<file path="config.mk">
export PLATFORM = sky130hd
export DESIGN_NAME = stat_bank
export DESIGN_NICKNAME = d
export VERILOG_FILES = /design/src/rtl/stat_bank_pkg.sv /design/src/rtl/stat_counter.sv /design/src/rtl/stat_fmt.sv /design/src/rtl/stat_bank.sv
export SDC_FILE = /design/constraint.sdc
export NUM_CORES = 2
export LEC_CHECK = 0
export BUFFER_PORTS_ARGS = -buffer_cell sky130_fd_sc_hd__buf_2
export CAP_MARGIN = 25
export CORE_ASPECT_RATIO = 2
export CORE_MARGIN = 2
export CORE_UTILIZATION = 26
export DETAILED_ROUTE_END_ITERATION = 8
export MAX_ROUTING_LAYER = met4
export SLEW_MARGIN = 20
export SYNTH_ARGS = -nofsm -noshare
export SYNTH_HDL_FRONTEND = slang
export SYNTH_SLANG_ARGS = --single-unit
</file>
<file path="constraint.sdc">
create_clock -name clk_i -period 10.3 [get_ports clk_i]
set_clock_uncertainty 0.2 [all_clocks]
set_input_delay 1.03 -clock clk_i [delete_from_list [all_inputs] [get_ports clk_i]]
set_output_delay 1.03 -clock clk_i [all_outputs]
set_load 0.1 [all_outputs]
</file>
<file path="src/rtl/stat_bank_pkg.sv">
package stat_bank_pkg;
    localparam int NSRC      = 11;
    localparam int NPLAIN    = 9;
    localparam int IDX_TX    = 9;
    localparam int IDX_RX    = 10;
    localparam int FLD_W     = 24;
    localparam int CODE_W    = 5;
    localparam logic [15:0] WIN_BASE  = 16'h9100;
    localparam logic [4:0]  LAST_CODE = 5'h1D;
    localparam logic [4:0]  PACK_CODE = 5'h0A;

    typedef logic [FLD_W-1:0] field_t;
    typedef logic [NSRC-1:0][FLD_W-1:0] bank_t;
endpackage

</file>
<file path="src/rtl/stat_counter.sv">
module stat_counter #(
    parameter int W = 24
) (
    input  logic         clk_i,
    input  logic         rst_ni,
    input  logic         inc_i,
    input  logic         clr_i,
    input  logic         snap_i,
    output logic [W-1:0] abs_o,
    output logic [W-1:0] rel_o
);
    localparam logic [W-1:0] CNT_MAX = '1;
    localparam logic [W-1:0] ONE     = W'(1);

    typedef struct packed {
        logic [W-1:0] cnt;
        logic [W-1:0] base;
    } st_t;

    st_t st_d, st_q;

    always_comb begin
        st_d = st_q;
        if (clr_i) begin
            st_d.cnt  = '0;
            st_d.base = '0;
        end else begin
            if (inc_i && (st_q.cnt != CNT_MAX)) begin
                st_d.cnt = st_q.cnt + ONE;
            end
            if (snap_i) begin
                st_d.base = st_d.cnt;
            end
        end
    end

    always_ff @(posedge clk_i or negedge rst_ni) begin
        if (!rst_ni) begin
            st_q <= '0;
        end else begin
            st_q <= st_d;
        end
    end

    assign abs_o = st_q.cnt;
    assign rel_o = st_q.cnt - st_q.base;
endmodule

</file>
<file path="src/rtl/stat_fmt.sv">
module stat_fmt
    import stat_bank_pkg::*;
#(
    parameter int RTX_W = 12
) (
    input  bank_t       abs_i,
    input  bank_t       rel_i,
    input  logic [15:0] trig_num_i,
    input  logic [2:0]  flags_i,
    input  logic [15:0] reg_addr_i,
    input  logic [4:0]  evt_code_i,
    output logic [31:0] reg_word_o,
    output logic [31:0] evt_word_o
);
    field_t info;
    logic   win_hit;

    function automatic field_t pick(input logic [4:0] code, input bank_t v,
                                    input field_t inf);
        field_t r;
        r = '0;
        if (code == 5'd0) begin
            r = inf;
        end else if (code == PACK_CODE) begin
            r = (v[IDX_RX] << RTX_W) | v[IDX_TX];
        end else begin
            for (int k = 1; k <= NPLAIN; k++) begin
                if (code == 5'(k)) r = v[k-1];
            end
        end
        return r;
    endfunction

    always_comb begin
        info    = {5'b0, flags_i, trig_num_i};
        win_hit = (reg_addr_i[15:5] == WIN_BASE[15:5]) &&
                  (reg_addr_i[4:0] <= LAST_CODE);
        reg_word_o = win_hit ? {8'h00, pick(reg_addr_i[4:0], abs_i, info)} : 32'h0;
        evt_word_o = {3'b000, evt_code_i, pick(evt_code_i, rel_i, info)};
    end
endmodule

</file>
<file path="src/rtl/stat_bank.sv">
module stat_bank
    import stat_bank_pkg::*;
#(
    parameter int CNT_W = 24,
    parameter int RTX_W = 12
) (
    input  logic              clk_i,
    input  logic              rst_ni,
    input  logic [NSRC-1:0]   inc_i,
    input  logic              clr_i,
    input  logic              snap_i,
    input  logic [15:0]       trig_num_i,
    input  logic [2:0]        flags_i,
    input  logic [15:0]       reg_addr_i,
    output logic [31:0]       reg_data_o,
    input  logic [CODE_W-1:0] evt_code_i,
    output logic [31:0]       evt_word_o
);
    typedef struct packed {
        logic [31:0] reg_data;
        logic [31:0] evt_word;
    } out_t;

    bank_t       abs_f, rel_f;
    logic [31:0] reg_word, evt_word;
    out_t        out_d, out_q;

    for (genvar i = 0; i < NSRC; i++) begin : g_src
        localparam int SW = (i < NPLAIN) ? CNT_W : RTX_W;
        logic [SW-1:0] abs_w, rel_w;

        stat_counter #(.W(SW)) cnt_i (
            .clk_i  (clk_i),
            .rst_ni (rst_ni),
            .inc_i  (inc_i[i]),
            .clr_i  (clr_i),
            .snap_i (snap_i),
            .abs_o  (abs_w),
            .rel_o  (rel_w)
        );

        assign abs_f[i] = FLD_W'(abs_w);
        assign rel_f[i] = FLD_W'(rel_w);
    end

    stat_fmt #(.RTX_W(RTX_W)) fmt_i (
        .abs_i      (abs_f),
        .rel_i      (rel_f),
        .trig_num_i (trig_num_i),
        .flags_i    (flags_i),
        .reg_addr_i (reg_addr_i),
        .evt_code_i (evt_code_i),
        .reg_word_o (reg_word),
        .evt_word_o (evt_word)
    );

    always_comb begin
        out_d          = out_q;
        out_d.reg_data = reg_word;
        out_d.evt_word = evt_word;
    end

    always_ff @(posedge clk_i or negedge rst_ni) begin
        if (!rst_ni) begin
            out_q <= '0;
        end else begin
            out_q <= out_d;
        end
    end

    assign reg_data_o = out_q.reg_data;
    assign evt_word_o = out_q.evt_word;
endmodule

</file>
==> metrics <==
run status finished clean; reg2reg setup slack 5.94 ns; post-synthesis to final-layout area growth 13.5%; endpoint type of the worst setup path flip-flop; power spent charging and discharging nets 0.00176 W; post-synthesis cell type with the largest combined area sky130_fd_sc_hd__dfrtp_1; nets 4606; ports placed on the boundary 119; tightest slew margin relative to the limit 26.9%; First DRT Iteration DRCs 2808; Setup Total Neg Slack 0 ns; Post-Syn Area about 0.037 sq mm; clock input transition at the sequential cells of the worst setup and hold paths 0.07 ns; MaxCap Viol Count 0; actual transition at the worst max-transition pin 1.09 ns; starting density of the core between 20% and 30%; smallest setup slack after layout around 6 ns; endpoint of the lowest-slack register-to-register path evt_word_o[23]$_DFF_PN0_; critical path start-end classification reg2reg; clock share of power 40.6%; total setup buffers inserted after CTS 0; Tightest Hold Check Type in2async; fraction of power spent switching nets 32.5%; antenna violations before repair 16; number of levels the H-tree was split into 2; total routing resource utilization after global routing a little under a quarter; input/output buffers 107; number of enable flip-flop cells after synthesis 0; wire length per cell 26.6 microns; detailed-route wire length around 170 mm; CP Launch Type flip-flop; Final min period 4.36 ns; max frequency 0.229 GHz; global-route wire length before repair 236 mm; number of distinct standard cells referenced by the synthesized netlist slightly above 80; crit path DAT 4.72 ns; detailed-router iteration count before antenna repair 7; clock tree from TritonCTS built; largest driver fanout on the critical path 6; Mapped Cells roughly 4200; power density over the cells 130 mW/mm^2; Final GP Congestion 1.04; fin crit share 42.4%; clock latency of the later-clocked register in the worst-skew pair 0.69 ns; number of setup violations in the final report 0; Combinational Power Share a little under a fifth; vias in the first global route 34700; placeable core region about 0.14 sq mm; Worst Path Required 10.65 ns; most instantiated flip-flop cell in the synthesis netlist sky130_fd_sc_hd__dfrtp_1; Avg Synthesized Cell Area 8.63 sq um; Yosys warnings 0; Worst R2R Path Depth 10; P_leak about 18 nW; Longest Clk Path Bufs 3; highest-count cells in the layout ignoring fill and taps 533 x sky130_fd_sc_hd__dfrtp_1, 484 x sky130_fd_sc_hd__nor2_1, 351 x sky130_fd_sc_hd__nand2_1; post-DP HPWL ~130 mm; global-route congestion overflow total 0; Synth async-reset ratio 100%; Gates resized, CTS repair 0; unrepaired setup endpoints after global routing false; Slew Limit Fails 0; die boundary width 269 microns; vertical extent of the die 534 microns; largest net degree at the start of global routing around 150; Internal Pwr Total 0.00364 W; share of final-layout standard cells stronger than drive strength 1 7.90%; # DRC 0; R2R Path Start g_src[1].cnt_i.abs_o[6]$_DFF_PN0_; DP Worst Slack 5.94 ns; standard-cell row count ~190; total power draw ~0.0054 W; synthesized flop and latch total 533; count of final hold-check violations 0; share of Yosys cell area claimed by the top area cell type between 30 and 40%; Routed Antenna Nets 0; main area contributors after synthesis sky130_fd_sc_hd__dfrtp_1 37%, sky130_fd_sc_hd__ha_1 8.2%, sky130_fd_sc_hd__nor2_1 5.1%; share of total power in sequential cells between 40% and 50%; final cell utilization of the core 29.7%; number of buffers created by CTS 56; vias post-DR 33900; Max IR drop VDD 0.110 mV; Seq/Total Area, Yosys around 37%; most common cell after layout, fill and taps aside sky130_fd_sc_hd__dfrtp_1; Root Driver sky130_fd_sc_hd__clkbuf_16; Total Die Area 0.144 sq mm; Via density 5.45; count of hold buffers inserted by post-cts repair 0; count of clock tree sinks 533
[synth_stat cells (26+ instances only)]
library cell,count
sky130_fd_sc_hd__dfrtp_1,533
sky130_fd_sc_hd__nand3_1,120
sky130_fd_sc_hd__nor2b_1,40
sky130_fd_sc_hd__o22ai_1,26
sky130_fd_sc_hd__a221oi_1,34
sky130_fd_sc_hd__nor2_1,492
sky130_fd_sc_hd__a211oi_1,106
sky130_fd_sc_hd__ha_1,240
sky130_fd_sc_hd__o31ai_1,143
sky130_fd_sc_hd__a31oi_1,37
sky130_fd_sc_hd__a21oi_1,227
sky130_fd_sc_hd__a21o_1,100
sky130_fd_sc_hd__xor2_1,209
sky130_fd_sc_hd__or3_1,49
sky130_fd_sc_hd__nand2b_1,42
sky130_fd_sc_hd__a22oi_1,55
sky130_fd_sc_hd__inv_1,283
sky130_fd_sc_hd__nand4_1,63
sky130_fd_sc_hd__o21a_1,44
sky130_fd_sc_hd__xnor2_1,176
sky130_fd_sc_hd__and3_1,72
sky130_fd_sc_hd__a22o_1,31
sky130_fd_sc_hd__clkbuf_1,152
sky130_fd_sc_hd__nand2_1,351
sky130_fd_sc_hd__nor3_1,82
sky130_fd_sc_hd__o21ai_0,178
[per-layer routing]
metal | GRT usage [%] | up-vias | routed length, microns
met3 | 3.42 | 614 | 9480
met4 | 23.0 | 0 | 19900
li1 | - | 15300 | -
met5 | - | - | 0
met1 | 21.8 | 16500 | 53500
met2 | 40.3 | 1439 | 82600
[worst max-delay path, cell delays in order, from the launching register on]
cell                       delay [ns]
sky130_fd_sc_hd__dfrtp_1         0.45
sky130_fd_sc_hd__ha_1            0.38
sky130_fd_sc_hd__a2111o_1        0.44
sky130_fd_sc_hd__o21ai_0         0.73
sky130_fd_sc_hd__o211ai_1        0.38
sky130_fd_sc_hd__a31oi_1         0.31
sky130_fd_sc_hd__nor2_1          0.07
sky130_fd_sc_hd__a211oi_1        0.57
sky130_fd_sc_hd__o311ai_0        0.30
sky130_fd_sc_hd__o21ai_0         0.30
sky130_fd_sc_hd__o211ai_1        0.13
[cells by family after synthesis]
| kind of cell | Yosys count | share of synthesized area [%] |
|---|---|---|
| compound gates | 1172 | 22.1 |
| xor+xnor | 385 | 9.23 |
| fa+ha+maj | 251 | 8.83 |
| buf+inv | 466 | 4.91 |
| flops | 533 | 36.5 |
| mux | 16 | 0.442 |
| other cells | 1 | 0.0103 |
| simple gates | 1409 | 17.9 |
[registers in the layout, summed over array words and instances (netlist names)]
signal and cells:
g_src.cnt_i.st_q 240, g_src.cnt_i.abs_o 240, reg_data_o 24, evt_word_o 29
[power by group through the flow]
| stage | sequential, W | combinational (W) | clock [W] |
|---|---|---|---|
| floorplan | 0.00228 | 0.000552 | 0 |
| global placement | 0.00221 | 0.00100 | 0 |
| detailed placement | 0.00221 | 0.00100 | 0 |
| CTS | 0.00217 | 0.00101 | 0.00224 |
| global route | 0.00218 | 0.00109 | 0.00231 |
| finish | 0.00218 | 0.00103 | 0.00219 |
[worst max-delay path by stage]
stage	endpoint	from	slack, ns
final	evt_word_o[23]$_DFF_PN0_	g_src[1].cnt_i.abs_o[6]$_DFF_PN0_	5.94
after global routing	evt_word_o[20]$_DFF_PN0_	g_src[5].cnt_i.abs_o[0]$_DFF_PN0_	5.77
after CTS	evt_word_o[20]$_DFF_PN0_	g_src[5].cnt_i.abs_o[0]$_DFF_PN0_	5.99
after detailed placement	evt_word_o[0]$_DFF_PN0_	evt_code_i[1]	5.94
after global placement	evt_word_o[13]$_DFF_PN0_	evt_code_i[1]	5.91
after floorplan	evt_word_o[0]$_DFF_PN0_	evt_code_i[3]	6.94
[metrics by stage]
| step | hold slack (ns) | cell area (sq um) | cells |
|---|---|---|---|
| after floorplan | 0.272 | 36600 | 4243 |
| after global placement | 0.291 | 39400 | 6098 |
| after detailed placement | 0.293 | 39400 | 6101 |
| after CTS | 0.232 | 41300 | 6203 |
| after global routing | 0.277 | 41400 | 6217 |
| final | 0.218 | 41400 | 6220 |
[final cells by class]
| cell class | instances | area, sq um |
|---|---|---|
| antenna | 14 | 35.0 |
| clock inverter | 37 | 433 |
| multi-input combinational | 3244 | 21600 |
| timing repair buffer | 182 | 1210 |
| inverter | 283 | 1060 |
| fill | 14900 | 98100 |
| tap | 1862 | 2330 |
| clock buffer | 65 | 1490 |
| sequential | 533 | 13300 |
Power figures use the tool's default switching activity.
